**src/rtl/cb_pkg.sv**
```systemverilog
package cb_pkg;

    // Match scheduling state of the compare bank.
    typedef enum logic [0:0] {
        ST_WAIT_ENABLE = 1'b0,
        ST_TRACK       = 1'b1
    } cb_state_e;

    // Decoded kind of a register write.
    typedef struct packed {
        logic cmp;
        logic mask;
        logic flag;
    } cb_wr_kind_t;

endpackage

```
**src/rtl/cb_regfile.sv**
```systemverilog
module cb_regfile
    import cb_pkg::*;
#(
    parameter int NUM_CH = 5,
    parameter int CNT_W  = 16,
    parameter int DATA_W = 8,
    parameter int ADDR_W = 4
) (
    input  logic                    clk,
    input  logic                    rst_n,
    input  cb_wr_kind_t             wr_kind,
    input  logic [ADDR_W-1:0]       addr,
    input  logic [DATA_W-1:0]       wdata,
    input  logic [NUM_CH-1:0]       ch_bits,
    output logic [NUM_CH*CNT_W-1:0] cmp_flat,
    output logic [NUM_CH-1:0]       en_vec
);
    localparam int BYTES  = CNT_W / DATA_W;
    localparam int NBYTES = NUM_CH * BYTES;

    logic [DATA_W-1:0] byte_q [NBYTES];

    // Compare bytes, stored high byte first per channel.
    always_ff @(posedge clk) begin
        if (!rst_n) begin
            for (int i = 0; i < NBYTES; i++) begin
                byte_q[i] <= '1;
            end
        end else if (wr_kind.cmp) begin
            for (int i = 0; i < NBYTES; i++) begin
                if (addr == ADDR_W'(i)) begin
                    byte_q[i] <= wdata;
                end
            end
        end
    end

    // Enable bits, one per channel.
    always_ff @(posedge clk) begin
        if (!rst_n) begin
            en_vec <= '0;
        end else if (wr_kind.mask) begin
            en_vec <= ch_bits;
        end
    end

    for (genvar k = 0; k < NUM_CH; k++) begin : g_ch
        for (genvar b = 0; b < BYTES; b++) begin : g_byte
            assign cmp_flat[k*CNT_W + (BYTES-1-b)*DATA_W +: DATA_W] = byte_q[k*BYTES + b];
        end
    end

endmodule

```
**src/rtl/cb_window.sv**
```systemverilog
module cb_window #(
    parameter int CNT_W = 16
) (
    input  logic [CNT_W-1:0] prev_val,
    input  logic [CNT_W-1:0] now_val,
    input  logic [CNT_W-1:0] cmp_val,
    output logic             hit
);
    logic [CNT_W-1:0] dist_cmp;
    logic [CNT_W-1:0] dist_now;

    // Modular distances from the last sample; wraparound handled by the subtraction.
    always_comb begin
        dist_cmp = cmp_val - prev_val;
        dist_now = now_val - prev_val;
        hit      = (dist_cmp != '0) && (dist_cmp <= dist_now);
    end

endmodule

```
**src/rtl/cb_flags.sv**
```systemverilog
module cb_flags #(
    parameter int NUM_CH = 5
) (
    input  logic              clk,
    input  logic              rst_n,
    input  logic [NUM_CH-1:0] set_vec,
    input  logic [NUM_CH-1:0] clr_vec,
    input  logic [NUM_CH-1:0] en_vec,
    output logic [NUM_CH-1:0] flag_vec,
    output logic              irq
);
    // A set in the same cycle as a clear wins.
    always_ff @(posedge clk) begin
        if (!rst_n) begin
            flag_vec <= '0;
        end else begin
            flag_vec <= (flag_vec & ~clr_vec) | set_vec;
        end
    end

    always_comb begin
        irq = |(flag_vec & en_vec);
    end

endmodule

```
**src/rtl/compare_bank.sv**
```systemverilog
module compare_bank
    import cb_pkg::*;
#(
    parameter int NUM_CH = 5,
    parameter int CNT_W  = 16,
    parameter int DATA_W = 8,
    parameter int ADDR_W = 4
) (
    input  logic              clk,
    input  logic              rst_n,
    input  logic [CNT_W-1:0]  cnt_val,
    input  logic              cnt_adv,
    input  logic              wr_en,
    input  logic [ADDR_W-1:0] addr,
    input  logic [DATA_W-1:0] wdata,
    output logic [DATA_W-1:0] rdata,
    output logic [NUM_CH-1:0] flag_o,
    output logic              irq
);
    localparam int BYTES    = CNT_W / DATA_W;
    localparam int CMP_SPAN = NUM_CH * BYTES;
    localparam logic [ADDR_W-1:0] MASK_A = ADDR_W'(CMP_SPAN);
    localparam logic [ADDR_W-1:0] FLAG_A = ADDR_W'(CMP_SPAN + 1);

    cb_state_e             state_q, state_d;
    cb_wr_kind_t           wr_kind;
    logic [NUM_CH-1:0]     ch_bits;
    logic [NUM_CH*CNT_W-1:0] cmp_flat;
    logic [NUM_CH-1:0]     en_vec;
    logic [NUM_CH-1:0]     hit_vec;
    logic [NUM_CH-1:0]     set_vec;
    logic [NUM_CH-1:0]     clr_vec;
    logic [NUM_CH-1:0]     flag_vec;
    logic [CNT_W-1:0]      prev_q;
    logic                  rebase;
    logic                  detect_en;

    // Write decode.
    always_comb begin
        wr_kind.cmp  = wr_en && (addr < MASK_A);
        wr_kind.mask = wr_en && (addr == MASK_A);
        wr_kind.flag = wr_en && (addr == FLAG_A);
        rebase       = wr_kind.cmp || wr_kind.mask;
    end

    // Channel k lives at byte bit DATA_W-1-k.
    for (genvar k = 0; k < NUM_CH; k++) begin : g_bits
        assign ch_bits[k]           = wdata[DATA_W-1-k];
        assign clr_vec[k]           = wr_kind.flag && wdata[DATA_W-1-k];
        assign flag_o[NUM_CH-1-k]   = flag_vec[k];
    end

    cb_regfile #(
        .NUM_CH(NUM_CH), .CNT_W(CNT_W), .DATA_W(DATA_W), .ADDR_W(ADDR_W)
    ) u_regs (
        .clk     (clk),
        .rst_n   (rst_n),
        .wr_kind (wr_kind),
        .addr    (addr),
        .wdata   (wdata),
        .ch_bits (ch_bits),
        .cmp_flat(cmp_flat),
        .en_vec  (en_vec)
    );

    // State register.
    always_ff @(posedge clk) begin
        if (!rst_n) begin
            state_q <= ST_WAIT_ENABLE;
        end else begin
            state_q <= state_d;
        end
    end

    // Next state: ENABLE_ON and ENABLE_OFF transitions.
    always_comb begin
        state_d = state_q;
        unique case (state_q)
            ST_WAIT_ENABLE: if (wr_kind.mask && (|ch_bits))  state_d = ST_TRACK;
            ST_TRACK:       if (wr_kind.mask && !(|ch_bits)) state_d = ST_WAIT_ENABLE;
            default:        state_d = ST_WAIT_ENABLE;
        endcase
    end

    // State outputs.
    always_comb begin
        detect_en = 1'b0;
        unique case (state_q)
            ST_WAIT_ENABLE: detect_en = 1'b0;
            ST_TRACK:       detect_en = cnt_adv && !rebase;
            default:        detect_en = 1'b0;
        endcase
    end

    // Window start: last advanced value, or the value at a rebase write.
    always_ff @(posedge clk) begin
        if (!rst_n) begin
            prev_q <= '0;
        end else if (rebase || cnt_adv) begin
            prev_q <= cnt_val;
        end
    end

    for (genvar k = 0; k < NUM_CH; k++) begin : g_win
        cb_window #(.CNT_W(CNT_W)) u_win (
            .prev_val(prev_q),
            .now_val (cnt_val),
            .cmp_val (cmp_flat[k*CNT_W +: CNT_W]),
            .hit     (hit_vec[k])
        );
    end

    assign set_vec = hit_vec & {NUM_CH{detect_en}};

    cb_flags #(.NUM_CH(NUM_CH)) u_flags (
        .clk     (clk),
        .rst_n   (rst_n),
        .set_vec (set_vec),
        .clr_vec (clr_vec),
        .en_vec  (en_vec),
        .flag_vec(flag_vec),
        .irq     (irq)
    );

    // Combinational read port.
    always_comb begin
        rdata = '0;
        for (int k = 0; k < NUM_CH; k++) begin
            for (int b = 0; b < BYTES; b++) begin
                if (addr == ADDR_W'(k*BYTES + b)) begin
                    rdata = cmp_flat[k*CNT_W + (BYTES-1-b)*DATA_W +: DATA_W];
                end
            end
        end
        if (addr == MASK_A) begin
            for (int k = 0; k < NUM_CH; k++) rdata[DATA_W-1-k] = en_vec[k];
        end
        if (addr == FLAG_A) begin
            for (int k = 0; k < NUM_CH; k++) rdata[DATA_W-1-k] = flag_vec[k];
        end
    end

endmodule

```
**config.mk**
```make
export PLATFORM = sky130hd
export DESIGN_NAME = compare_bank
export DESIGN_NICKNAME = d
export VERILOG_FILES = /design/src/rtl/cb_pkg.sv /design/src/rtl/cb_regfile.sv /design/src/rtl/cb_window.sv /design/src/rtl/cb_flags.sv /design/src/rtl/compare_bank.sv
export SDC_FILE = /design/constraint.sdc
export NUM_CORES = 1
export LEC_CHECK = 0
export BUFFER_PORTS_ARGS = -buffer_cell sky130_fd_sc_hd__buf_2
export CORE_MARGIN = 8
export CORE_UTILIZATION = 54
export DETAILED_ROUTE_END_ITERATION = 10
export PLACE_DENSITY = 0.76
export SLEW_MARGIN = 10
export SYNTH_ARGS = -nofsm -noshare
export SYNTH_HDL_FRONTEND = slang
export SYNTH_SLANG_ARGS = --single-unit
```
**constraint.sdc**
```tcl
create_clock -name clk -period 4.7 [get_ports clk]
set_input_delay 0.705 -clock clk [delete_from_list [all_inputs] [get_ports clk]]
set_output_delay 0.705 -clock clk [all_outputs]
set_load 0.01 [all_outputs]
```
==> results of run 1 <==
final cells by class:
| cell class | count | area, um2 | share of cell area (%) |
|---|---|---|---|
| multi-input combinational | 1003 | 7560 | 64.0 |
| timing repair buffer | 73 | 435 | 3.68 |
| tap | 265 | 332 | 2.81 |
| clock buffer | 9 | 225 | 1.91 |
| sequential | 107 | 2940 | 24.9 |
| inverter | 57 | 218 | 1.84 |
| clock inverter | 7 | 103 | 0.868 |
cells in the mapped netlist (16+ instances only):
cell | instances | area [um2]
o21a_1 | 25 | 188
xnor2_1 | 57 | 499
a21oi_1 | 63 | 315
nand2b_1 | 28 | 175
inv_1 | 56 | 210
nor2_1 | 88 | 330
nand3_1 | 30 | 150
dfxtp_1 | 27 | 541
edfxtp_1 | 80 | 2400
nand2_1 | 52 | 195
nor3_1 | 28 | 140
xor2_1 | 21 | 184
ha_1 | 165 | 2060
o21ai_0 | 61 | 305
a21o_1 | 34 | 255
nand4_1 | 21 | 131
mux2i_1 | 16 | 160
nor2b_1 | 21 | 131
a22oi_1 | 24 | 180
a211oi_1 | 17 | 128
or2_2 | 90 | 563
clkbuf_1 | 17 | 63.8
sequential cells by signal, summed over array words and instances (netlist names), named ones only:
signal and count:
u_regs.byte_q 80, u_regs.en_vec 5, u_flags.flag_vec 5, prev_q 16
what timing repair did:
item,4_1_cts,5_1_grt
buffers inserted,0,3
setup endpoints to repair,0,2
resized for setup,0,2
through the flow:
step / util [%] / total power (W)
CTS: 60.3 / 0.00370
finish: 60.5 / 0.00375
floorplan: - / 0.00237
global placement: 58.7 / 0.00282
detailed placement: 58.7 / 0.00286
global route: 60.5 / 0.00396
placed cells by master, fill, tap and decap left out, types with 45 or more instances in the layout:
cell        n
xnor2_1    56
inv_1      55
buf_2      45
ha_1      165
nor2_1     87
edfxtp_1   80
or2_2      90
nand2_1    52
a21oi_1    63
o21ai_0    61
worst max-delay path by stage:
stage / from / end / slack (ps)
floorplan: cnt_val[0] / u_flags.flag_vec[2]$_SDFF_PN0_ / 520
global placement: cnt_val[1] / u_flags.flag_vec[3]$_SDFF_PN0_ / 240
detailed placement: cnt_val[1] / u_flags.flag_vec[2]$_SDFF_PN0_ / 220
CTS: prev_q[1]$_SDFFE_PN0P_ / u_flags.flag_vec[3]$_SDFF_PN0_ / 240
global route: prev_q[1]$_SDFFE_PN0P_ / u_flags.flag_vec[3]$_SDFF_PN0_ / 70
finish: prev_q[5]$_SDFFE_PN0P_ / u_flags.flag_vec[2]$_SDFF_PN0_ / 260
routing by layer:
| layer | global-route usage, % | vias to the layer above | wire length [um] |
|---|---|---|---|
| li1 | - | 4594 | - |
| met1 | 38.5 | 4526 | 14500 |
| met2 | 43.2 | 554 | 14800 |
| met3 | 5.10 | 95 | 4320 |
| met4 | 10.9 | 0 | 1270 |
| met5 | 0 | - | 0 |
cells by family after synthesis:
family	share of synthesized area [%]
buffers and inverters	2.70
AOI/OAI and AO/OA	20.5
adders and majority gates	20.5
muxes	1.59
DFF	27.3
and+or+nand+nor	21.0
xor gates and xnor gates	6.49
worst max-delay path, stage by stage (launching register included):
cell and delay [ps]:
dfxtp_1 320, inv_1 380, ha_1 400, a211o_1 360
nand2b_1 160, a21oi_1 220, o21bai_1 100, a21o_1 210
a21o_1 180, a21oi_1 160, xor2_1 90, buf_4 160
ha_1 290, and4_1 200, nand2_1 80, or4b_1 550
o221ai_1 180, o221a_1 210, a31oi_1 40
power breakdown:
part | switching, W | internal (W)
registers | 0.0000595 | 0.00107
clock network | 0.000415 | 0.000434
logic | 0.00103 | 0.000746
==> out/results.txt, run 1 <==
Longest Clk Path Bufs - 2
GPL Wtd Cong - 0.957
Max Clk Rate - 225 MHz
ys async rst share - 0%
worst skew pair latency - 360 ps
WHS Endpoint - u_regs.en_vec[2]$_SDFFE_PN0P_
vias after detailed routing - 9769
Core ar. - 19500 um2
r2r endpoint - u_flags.flag_vec[2]$_SDFF_PN0_
Leak - 4.77 nW
Sink Count - 107
Max-Slew Margin vs Limit - 21.2%
worst hold path type - reg2reg
minimum clock period - 4440 ps
Critical Path End Type - register
power per cell area - 318 nW/um2
global route overflow - 0
VDD IR max - 229 uV
pin count of the biggest net entering global routing - 27
CTS tree - yes
Post-CTS Hold Buffers - 0
Slew @ Worst Pin - 1170 ps
Setup CP Type - reg2reg
WL/cell - 23.0 um
Hold Vio Cnt, Final - 0
DP Area - 11500 um2
post-DP HPWL - 27000 um
most common flop cell mapped by yosys - edfxtp_1
Yosys reg bits - 107
I/O pin count - 46
Final Max Slew Viols - 0
Final Skew - 12.2 ps
CP startpoint kind - register
H-tree depth - 3
Ys Warns - 0
chip height - 157 um
final std cells w/o fill - 1521
die area - 24800 um2
Reg clk slew, reported paths - 90 ps
layout cells sized above 1 - 16.2%
FF-to-FF setup slack - 260 ps
Die X - 157 um
# placed instances - 1502
initial antenna violation count - 0
overall routing resource usage - 28.1%
syn_nets - 1390
Post-Synthesis Cells - 1187
Layout Nets - 1454
vias per inst - 6.42
worst hold slack - 474 ps
cell area after layout - 11800 um2
setup ws final - 260 ps
period utilization - 94.5%
antenna cell count - 0
num rows - 51
# DRC - 0
unrepaired setup endpoints after global routing - false
global-route wire length before repair - 52200 um
CP required - 4930 ps
P&R area growth vs syn - 9.56%
min-delay src - u_regs.en_vec[2]$_SDFFE_PN0P_
CP Max Fanout - 6
R2R Path Start - prev_q[5]$_SDFFE_PN0P_
R2R cell count - 18
total CTS buffers - 9
drt first pass iters - 8
vias in the first global route - 9162
max_cap viols - 0
Initial Util - 55.2%
DRT iter0 DRCs - 969
CTS root buf - clkbuf_16
Crit path arrival time - 4670 ps
routed wire length - 34900 um
Fillers - 1721
Yosys cell types - 86
status - finished, final reports clean
final setup TNS - 0 ps
post-synthesis cell area - 10800 um2
sequential area share after synthesis - 27.3%
Mean Syn Cell Area - 9.09 um2
hold depth - 2
Final ANT Viol Nets - 0
dpl ws - 218 ps
final setup vio count - 0
number of synthesized flops with an enable pin - 80
PortBufs - 45
(Power assumes the default switching activity.)
==> inputs of run 2 (changes only) <==
- PLACE_DENSITY: 0.76 -> 0.67
==> out/results.txt, run 2 (synthesis gave the netlist of run 1 again) <==
Sink Count - 107
WP buf/inv - 2
Multi-input gate area - 7560 um2
post-DP HPWL - 27700 um
I/O pin count - 46
dpl ws - 204 ps
biggest regs - u_regs.byte_q: 80 flops, prev_q: 16 flops
Layout Nets - 1453
Hold Vio Cnt, Final - 0
R2R Path Start - prev_q[5]$_SDFFE_PN0P_
# DRC - 0
initial antenna violation count - 0
Initial Util - 55.2%
final setup vio count - 0
critical path, cell by cell - inv_1, ha_1, a211o_1, nand2b_1, a21oi_1, o21bai_1, a21o_1, a21o_1, a21oi_1, xor2_1, buf_4, ha_1, and4_1, nand2_1, or4b_1, o221ai_1, o221a_1, a31oi_1
die area - 24800 um2
post-CTS setup buffers - 0
worst hold slack - 484 ps
minimum clock period - 4410 ps
antenna cell count - 0
max_cap viols - 0
worst hold path type - reg2reg
Crit path arrival time - 4650 ps
DRT iter0 DRCs - 957
vias per inst - 6.43
GPL Wtd Cong - 0.977
total CTS buffers - 9
Die X - 157 um
PortBufs - 45
final setup TNS - 0 ps
min-delay src - u_regs.en_vec[2]$_SDFFE_PN0P_
Slew @ Worst Pin - 1280 ps
Longest Clk Path Bufs - 2
status - finished, final reports clean
drt first pass iters - 5
pin count of the biggest net entering global routing - 27
max reg flops - 80
Reg clk slew, reported paths - 90 ps
Leak - 4.76 nW
Critical Path End Type - register
overall routing resource usage - 28.9%
P&R area growth vs syn - 9.37%
Final ANT Viol Nets - 0
setup ws final - 287 ps
global-route wire length before repair - 53700 um
final core occ - 60.4%
H-tree depth - 3
Register Area - 2940 um2
largest stage delay on the critical path - 540 ps
Fillers - 1722
worst skew pair latency - 360 ps
Core ar. - 19500 um2
vias in the first global route - 9250
Max Clk Rate - 227 MHz
chip height - 157 um
largest register by flop count - u_regs.byte_q
Final Max Slew Viols - 0
num rows - 51
hold depth - 2
WL/cell - 23.5 um
cell family with most CP delay - compound AO/OA/AOI/OAI gates
vias after detailed routing - 9779
Setup CP Type - reg2reg
global route overflow - 0
layout cells sized above 1 - 16.1%
most frequent cells in the layout - ha_1 (165), or2_2 (90), nor2_1 (87)
unrepaired setup endpoints after global routing - false
commonest non-fill, non-tap cell in the layout - ha_1
CTS tree - yes
CP startpoint kind - register
WHS Endpoint - u_regs.en_vec[2]$_SDFFE_PN0P_
CP required - 4930 ps
slowest stage cell, crit path - or4b_1
routed wire length - 35700 um
CP Max Fanout - 6
FF-to-FF setup slack - 290 ps
VDD IR max - 190 uV
r2r endpoint - u_flags.flag_vec[2]$_SDFF_PN0_
period utilization - 93.9%
Final Skew - 12.5 ps
CTS root buf - clkbuf_16
power per cell area - 314 nW/um2
R2R cell count - 18
Max-Slew Margin vs Limit - 14.1%
==> run 2: what timing repair did <==
item,4_1_cts,5_1_grt
resized for setup,0,1
setup endpoints to repair,0,1
hold buffers,0,0
==> run 2: stage by stage <==
stage	instance area (um2)	total power [W]	cells
after floorplan	10800	0.00237	1187
after global placement	11500	0.00285	1504
after detailed placement	11500	0.00287	1504
after CTS	11800	0.00368	1520
after global routing	11800	0.00394	1520
final	11800	0.00370	1520
==> run 2: tightest hold or removal path: cells and delay by family, from the launching register on <==
family           cells  cell delay, ps
AND/OR/NAND/NOR      1              60
AO/OA/AOI/OAI        1              60
flip-flops           1             330
==> run 2: per-layer routing <==
metal  GRT usage, %  share of wire, %
met4           10.2               3.5
met3           6.14                10
met5              0                 0
met2           44.1                43
met1           39.7                44
==> run 2: where the power goes <==
part / internal, W / leakage [nW] / switching (W)
combinational: 0.000744 / 3.59 / 0.00103
sequential: 0.00107 / 1.03 / 0.0000592
clock: 0.000385 / 0.153 / 0.000419
==> run 2: worst max path at each step <==
stage | from | to | slack [ps] | depth (start not counted)
after floorplan | cnt_val[0] | u_flags.flag_vec[2]$_SDFF_PN0_ | 520 | 19
after global placement | cnt_val[1] | u_flags.flag_vec[3]$_SDFF_PN0_ | 210 | 19
after detailed placement | cnt_val[1] | u_flags.flag_vec[2]$_SDFF_PN0_ | 200 | 18
after CTS | prev_q[3]$_SDFFE_PN0P_ | u_flags.flag_vec[3]$_SDFF_PN0_ | 310 | 17
after global routing | prev_q[5]$_SDFFE_PN0P_ | u_flags.flag_vec[3]$_SDFF_PN0_ | 20 | 16
final | prev_q[5]$_SDFFE_PN0P_ | u_flags.flag_vec[2]$_SDFF_PN0_ | 290 | 18
==> run 2: layout make-up <==
type	instances	share of cell area, %
Clock buffer	9	1.91
Multi-Input combinational cell	1003	64.1
Timing Repair Buffer	72	3.63
Tap cell	265	2.81
Sequential cell	107	24.9
Inverter	57	1.81
Clock inverter	7	0.796
